<file path="config.mk">
export PLATFORM = sky130hd
export DESIGN_NAME = scs_top
export DESIGN_NICKNAME = d
export VERILOG_FILES = /design/src/rtl/scs_pkg.sv /design/src/rtl/scs_line_store.sv /design/src/rtl/scs_sequencer.sv /design/src/rtl/scs_top.sv
export SDC_FILE = /design/constraint.sdc
export NUM_CORES = 2
export LEC_CHECK = 0
export BUFFER_PORTS_ARGS = -buffer_cell sky130_fd_sc_hd__buf_2
export CAP_MARGIN = 10
export CORE_MARGIN = 2
export CORE_UTILIZATION = 60
export CTS_BUF_LIST = sky130_fd_sc_hd__clkbuf_8
export CTS_CLUSTER_SIZE = 16
export DETAILED_ROUTE_END_ITERATION = 10
export PLACE_DENSITY = 0.78
export SLEW_MARGIN = 40
export SYNTH_ARGS = -nofsm -noshare
export SYNTH_HDL_FRONTEND = slang
export SYNTH_SLANG_ARGS = --single-unit
</file>
<file path="constraint.sdc">
create_clock -name clk_i -period 14.7 [get_ports clk_i]
set_clock_uncertainty 0.2 [all_clocks]
set_input_delay 1.47 -clock clk_i [delete_from_list [all_inputs] [get_ports clk_i]]
set_output_delay 1.47 -clock clk_i [all_outputs]
set_load 0.02 [all_outputs]
</file>
<file path="src/rtl/scs_pkg.sv">
package scs_pkg;
  localparam int DATA_W     = 128;
  localparam int BEATS      = 4;
  localparam int BEAT_W     = $clog2(BEATS);
  localparam int LINE_SHIFT = 6;
endpackage

</file>
<file path="src/rtl/scs_line_store.sv">
module scs_line_store
  import scs_pkg::*;
#(
  parameter int SLOTS  = 4,
  parameter int SLOT_W = $clog2(SLOTS)
) (
  input  logic              clk_i,
  input  logic              rst_ni,
  input  logic              wr_valid_i,
  input  logic [SLOT_W-1:0] wr_slot_i,
  input  logic [DATA_W-1:0] wr_data_i,
  input  logic              wr_last_i,
  input  logic [SLOT_W-1:0] rd_slot_i,
  input  logic [BEAT_W-1:0] rd_beat_i,
  output logic [DATA_W-1:0] rd_data_o,
  input  logic              clr_valid_i,
  input  logic [SLOT_W-1:0] clr_slot_i,
  output logic [SLOTS-1:0]  full_o
);
  // SLOTS must be a power of two: slot and beat concatenate into the row index
  localparam int ROWS = SLOTS * BEATS;

  logic [DATA_W-1:0]            mem_q [ROWS];
  logic [SLOTS-1:0][BEAT_W-1:0] wbeat;

  for (genvar s = 0; s < SLOTS; s++) begin : g_slot
    logic [BEAT_W-1:0] beat_q;
    logic              full_q;
    logic              hit;
    assign hit = wr_valid_i && (wr_slot_i == SLOT_W'(s));
    always_ff @(posedge clk_i or negedge rst_ni) begin
      if (!rst_ni) begin
        beat_q <= '0;
        full_q <= 1'b0;
      end else begin
        if (hit) beat_q <= wr_last_i ? '0 : beat_q + 1'b1;
        if (hit && wr_last_i) full_q <= 1'b1;
        else if (clr_valid_i && clr_slot_i == SLOT_W'(s)) full_q <= 1'b0;
      end
    end
    assign wbeat[s]  = beat_q;
    assign full_o[s] = full_q;
  end

  always_ff @(posedge clk_i) begin
    if (wr_valid_i) mem_q[{wr_slot_i, wbeat[wr_slot_i]}] <= wr_data_i;
  end

  assign rd_data_o = mem_q[{rd_slot_i, rd_beat_i}];
endmodule

</file>
<file path="src/rtl/scs_sequencer.sv">
module scs_sequencer
  import scs_pkg::*;
#(
  parameter int SLOTS   = 4,
  parameter int ADDR_W  = 32,
  parameter int CNT_W   = 7,
  parameter int SLOT_W  = $clog2(SLOTS),
  parameter int LADDR_W = ADDR_W - LINE_SHIFT,
  parameter int BYTES_W = CNT_W + LINE_SHIFT
) (
  input  logic               clk_i,
  input  logic               rst_ni,
  input  logic               req_valid_i,
  input  logic [LADDR_W-1:0] req_line_i,
  input  logic [CNT_W-1:0]   req_lines_i,
  input  logic [SLOTS-1:0]   full_i,
  output logic [SLOT_W-1:0]  rd_slot_o,
  output logic [BEAT_W-1:0]  rd_beat_o,
  input  logic [DATA_W-1:0]  rd_data_i,
  output logic               clr_valid_o,
  output logic [SLOT_W-1:0]  clr_slot_o,
  output logic               cpl_valid_o,
  output logic               cpl_start_o,
  output logic               cpl_end_o,
  output logic [DATA_W-1:0]  cpl_data_o,
  output logic [BYTES_W-1:0] cpl_bytes_o,
  output logic [ADDR_W-1:0]  cpl_addr_o,
  output logic               free_valid_o,
  output logic [SLOT_W-1:0]  free_slot_o
);
  logic               active_q, open_q;
  logic [CNT_W-1:0]   seq_q, total_q;
  logic [BEAT_W-1:0]  beat_q;
  logic [LADDR_W-1:0] base_q;

  logic [SLOT_W-1:0]  cur_slot, nxt_slot;
  logic [LADDR_W-1:0] cur_line;
  logic               line_end, last_line, at_bound, go, cut, opening;

  always_comb begin
    cur_slot  = seq_q[SLOT_W-1:0];
    nxt_slot  = cur_slot + 1'b1;
    cur_line  = base_q + LADDR_W'(seq_q);
    at_bound  = cur_line[0];  // odd line: next line starts a 128-byte block
    line_end  = beat_q == BEAT_W'(BEATS - 1);
    last_line = seq_q == total_q - 1'b1;
    // a line is only entered when fully stored, then runs without gaps
    go        = active_q && (beat_q != '0 || full_i[cur_slot]);
    cut       = line_end && (last_line || (at_bound && !full_i[nxt_slot]));
    opening   = go && !open_q && beat_q == '0;
  end

  assign rd_slot_o   = cur_slot;
  assign rd_beat_o   = beat_q;
  assign clr_valid_o = go && line_end;
  assign clr_slot_o  = cur_slot;

  always_ff @(posedge clk_i or negedge rst_ni) begin
    if (!rst_ni) begin
      active_q     <= 1'b0;
      open_q       <= 1'b0;
      seq_q        <= '0;
      total_q      <= '0;
      beat_q       <= '0;
      base_q       <= '0;
      cpl_valid_o  <= 1'b0;
      cpl_start_o  <= 1'b0;
      cpl_end_o    <= 1'b0;
      cpl_data_o   <= '0;
      cpl_bytes_o  <= '0;
      cpl_addr_o   <= '0;
      free_valid_o <= 1'b0;
      free_slot_o  <= '0;
    end else begin
      cpl_valid_o  <= go;
      cpl_start_o  <= opening;
      cpl_end_o    <= go && cut;
      free_valid_o <= go && line_end;
      if (go) cpl_data_o <= rd_data_i;
      if (go && line_end) free_slot_o <= cur_slot;
      if (opening) begin
        cpl_bytes_o <= {total_q - seq_q, {LINE_SHIFT{1'b0}}};
        cpl_addr_o  <= {cur_line, {LINE_SHIFT{1'b0}}};
      end
      if (!active_q) begin
        if (req_valid_i && req_lines_i != '0) begin
          active_q <= 1'b1;
          open_q   <= 1'b0;
          seq_q    <= '0;
          beat_q   <= '0;
          total_q  <= req_lines_i;
          base_q   <= req_line_i;
        end
      end else if (go) begin
        beat_q <= beat_q + 1'b1;
        open_q <= !cut;
        if (line_end) begin
          seq_q <= seq_q + 1'b1;
          if (last_line) active_q <= 1'b0;
        end
      end
    end
  end
endmodule

</file>
<file path="src/rtl/scs_top.sv">
module scs_top
  import scs_pkg::*;
#(
  parameter int SLOTS     = 4,
  parameter int ADDR_W    = 32,
  parameter int MAX_LINES = 64,
  localparam int SLOT_W   = $clog2(SLOTS),
  localparam int CNT_W    = $clog2(MAX_LINES + 1),
  localparam int LADDR_W  = ADDR_W - LINE_SHIFT,
  localparam int BYTES_W  = CNT_W + LINE_SHIFT
) (
  input  logic               clk_i,
  input  logic               rst_ni,
  input  logic               req_valid_i,
  input  logic [LADDR_W-1:0] req_line_i,
  input  logic [CNT_W-1:0]   req_lines_i,
  input  logic               rsp_valid_i,
  input  logic [SLOT_W-1:0]  rsp_slot_i,
  input  logic [DATA_W-1:0]  rsp_data_i,
  input  logic               rsp_last_i,
  output logic               cpl_valid_o,
  output logic               cpl_start_o,
  output logic               cpl_end_o,
  output logic [DATA_W-1:0]  cpl_data_o,
  output logic [BYTES_W-1:0] cpl_bytes_o,
  output logic [ADDR_W-1:0]  cpl_addr_o,
  output logic               free_valid_o,
  output logic [SLOT_W-1:0]  free_slot_o
);
  logic [SLOTS-1:0]  full;
  logic [SLOT_W-1:0] rd_slot, clr_slot;
  logic [BEAT_W-1:0] rd_beat;
  logic [DATA_W-1:0] rd_data;
  logic              clr_valid;

  scs_line_store #(.SLOTS(SLOTS)) u_store (
    .clk_i, .rst_ni,
    .wr_valid_i (rsp_valid_i),
    .wr_slot_i  (rsp_slot_i),
    .wr_data_i  (rsp_data_i),
    .wr_last_i  (rsp_last_i),
    .rd_slot_i  (rd_slot),
    .rd_beat_i  (rd_beat),
    .rd_data_o  (rd_data),
    .clr_valid_i(clr_valid),
    .clr_slot_i (clr_slot),
    .full_o     (full)
  );

  scs_sequencer #(.SLOTS(SLOTS), .ADDR_W(ADDR_W), .CNT_W(CNT_W)) u_seq (
    .clk_i, .rst_ni,
    .req_valid_i, .req_line_i, .req_lines_i,
    .full_i      (full),
    .rd_slot_o   (rd_slot),
    .rd_beat_o   (rd_beat),
    .rd_data_i   (rd_data),
    .clr_valid_o (clr_valid),
    .clr_slot_o  (clr_slot),
    .cpl_valid_o, .cpl_start_o, .cpl_end_o, .cpl_data_o,
    .cpl_bytes_o, .cpl_addr_o, .free_valid_o, .free_slot_o
  );
endmodule

</file>
==> flow_metrics.env <==
export IMPL_arrival_ns=4.55
export IMPL_area_growth_synth_to_final_pct=12.7
export IMPL_crit_slowest_cell="buf_4"
export IMPL_ys_ff_latch=2271
export IMPL_post_route_period_util_pct=28.4
export IMPL_drc_errors=0
export IMPL_synth_edf_count=2048
export IMPL_crit_path_end_kind="register"
export IMPL_vdd_drop_max_v=0.000122
export IMPL_ctsResizeCount=0
export IMPL_die_width_um=385
export IMPL_grt_usage_pct=27.8
export IMPL_numCtsBuffers=361
export IMPL_dp_slack_ns=9.54
export IMPL_yosys_cell_count_top_type="edfxtp_1"
export IMPL_fmax_mhz=240
export IMPL_outcome="complete, no violations"
export IMPL_clkSinkCount=2271
export IMPL_maxCapViolCount=0
export IMPL_final_util_pct=68.3
export IMPL_grt_pass1_vias=46900
export IMPL_maxUsedRoutingLayer="met5"
export IMPL_start_util_pct=60.5
export IMPL_setup_slack_ns=10.53
export IMPL_maxSlewViolCount=0
export IMPL_criticalPathCategory="in -> reg"
export IMPL_cp_max_fo=46
export IMPL_synth_cell_type_count=55
export IMPL_rsz0062_at_grt="false"
export IMPL_grt_pass1_wl_mm=300
export IMPL_cpPeakStageDelay_ns=0.66
export IMPL_io_pin_count=347
export IMPL_fin_tns_setup_ns=0
export IMPL_vias=46100
export IMPL_leakage_uw=0.0339
export IMPL_synth_top_cells_by_count="2048 x edfxtp_1, 916 x nand2_1, 516 x mux4_2, 274 x a21oi_1, 223 x dfrtp_1"
export IMPL_min_period_ns=4.17
export IMPL_holdBufCountCts=0
export IMPL_clkPwrFrac_pct=27.9
export IMPL_layout_nets=5369
export IMPL_power_switching_uw=5660
export IMPL_yosysTopAreaCell="edfxtp_1"
export IMPL_maxSlewHeadroom_pct=42.0
export IMPL_routed_via_density=6.24
export IMPL_fp_coreArea_mm2=0.144
export IMPL_ant_nets=0
export IMPL_synth_cells=4643
export IMPL_drtPass1Iterations=8
export IMPL_reg2reg_slack_ns=10.86
export IMPL_worst_pin_slew_ns=0.870
export IMPL_gp_congestion=0.819
export IMPL_wl_met3_mm=18.4
export IMPL_internal_power_uw=12200
export IMPL_cts_max_path_buffers=4
export IMPL_syn_avg_cell_area_um2=18.8
export IMPL_cp_top_family="buffers and inverters"
export IMPL_sw_frac_of_total_pct=31.6
export IMPL_cp_data_required_time_ns=15.07
export IMPL_place_hpwl_mm=105
export IMPL_path_cells="buf_2, mux4_2, nand2b_1, nor2_4, buf_4, buf_6"
export IMPL_drive_above_1_share_pct=26.2
export IMPL_path_clk_slew_ns=0.05
export IMPL_setup_viol=0
export IMPL_seqPwrFrac_pct=43.9
export IMPL_ys_top_cells_by_area="edfxtp_1 71%, mux4_2 13%, dfrtp_1 6.4%"
export IMPL_grt_max_degree=186
export IMPL_power_uw=17900
export IMPL_wl_met2_mm=99.7
export IMPL_dieArea_mm2=0.148
export IMPL_portBuffers=334
export IMPL_yosysWarnings=0
export IMPL_synth_top_area_share_pct=70.5
export IMPL_fp_dieH_um=385
export IMPL_hp_class="in -> async"
export IMPL_wl_per_cell_um=27.5
export IMPL_htreeDepth=5
export IMPL_cts_root_buf="clkbuf_8"
export IMPL_synthArstFlopShare_pct=9.82
export IMPL_gr_total_overflow=0
export IMPL_hold_violations=0
export IMPL_wl_met1_mm=79.0
export IMPL_p_per_area_mw_per_mm2=182
export IMPL_yosysSeqAreaShare_pct=76.9
export IMPL_p_comb_share_pct=28.2
export IMPL_path_buf_inv=3
export IMPL_drtIter0Drc=4601
export IMPL_synthFlopType="edfxtp_1"
export IMPL_wirelength_mm=203
export IMPL_postCtsSetupBuffers=0
export IMPL_rows=139
export IMPL_netlist_area_mm2=0.0872
export IMPL_startpoint_type="input pin"
export IMPL_cts_tree="done"
export IMPL_clock_latency_ns=1.01
export IMPL_antenna_found_initial=44
-- through the flow --
step / cell area (µm²) / cells / hold WS (ns)
detailed placement: 91400 / 6716 / 0.265
CTS: 98200 / 7353 / 0.205
finish: 98300 / 7381 / 0.262
global route: 98300 / 7372 / 0.250
global placement: 90900 / 6699 / 0.257
floorplan: 87200 / 4654 / 0.250
-- layer usage --
layer / vias up / track usage, %
met5: - / 0
met4: 30 / 9.53
met3: 426 / 5.28
met2: 2441 / 44.4
met1: 23900 / 39.2
li1: 19300 / -
-- cell families (layout without fill, tap and decap cells) --
group           count (synthesis)  in the layout  synth area share, %
compound gates                489            489                 2.99
xor+xnor                       25             25                0.251
fa+ha+maj                      22             22                0.333
buf+inv                       285           1084                 1.45
flops                        2271           2271                 76.9
mux                           516            516                 13.3
other cells                     1             37              0.00430
simple gates                 1034           1034                 4.71
-- state kept, by name, summed over array words and instances, names as in the netlist, 2 cells and up --
| name | count |
|---|---|
| u_store.mem_q | 2048 |
| u_seq.free_slot_o | 2 |
| u_seq.cpl_bytes_o | 7 |
| u_seq.cpl_addr_o | 26 |
| u_seq.seq_q | 7 |
| u_store.g_slot.beat_q | 8 |
| u_seq.total_q | 7 |
| u_store.g_slot.full_q | 4 |
| u_seq.rd_beat_o | 2 |
| u_seq.cpl_data_o | 128 |
| u_seq.base_q | 26 |
-- final timing paths --
check	start	endpoint	depth (start not counted)
hold / removal	rst_ni	u_seq.cpl_data_o[84]	1
setup / recovery	rsp_slot_i[0]	u_store.mem_q[13][118]	6
setup reg to reg	u_store.g_slot[3].beat_q[1]	u_store.mem_q[13][118]	5
max in group asynchronous	rst_ni	u_seq.cpl_data_o[19]	2
hold reg to reg	u_seq.cpl_data_o[86]	u_seq.cpl_data_o[86]	2
min in group clk_i	u_seq.cpl_data_o[86]	u_seq.cpl_data_o[86]	2
-- final cells by class --
class	instances	area [µm²]
Multi-Input combinational cell	2098	19000
Fill cell	8975	45700
Timing Repair Buffer	422	2920
Antenna cell	25	62.6
Sequential cell	2271	67100
Clock inverter	231	1120
Tap cell	1903	2380
Clock buffer	406	5590
Inverter	25	116
-- layout by cell type, fill, tap and decap left out, types with 10 or more instances in the layout --
master       n
o21ai_0    174
inv_1      148
buf_4       26
mux4_2     516
edfxtp_1  2048
diode_2     25
buf_16      14
ha_1        20
a21o_1      10
xnor2_1     11
xor2_1      14
clkinv_2    40
a21oi_1    274
buf_12      13
clkbuf_8   406
nand3_1     19
buf_6       31
clkinv_1    49
nor2_1      12
conb_1      12
dfrtp_1    220
buf_2      334
nand4_1     20
nor2_4      16
nand2_1    916
-- power by group through the flow --
stage	Sequential, µW	Combinational (µW)	Clock, µW
after floorplan	8140	3380	0
after global placement	7990	4900	0
after detailed placement	7990	5060	0
after CTS	7860	5080	5080
after global routing	7900	5470	5350
final	7860	5040	5000
Power figures use the tool's default switching activity.
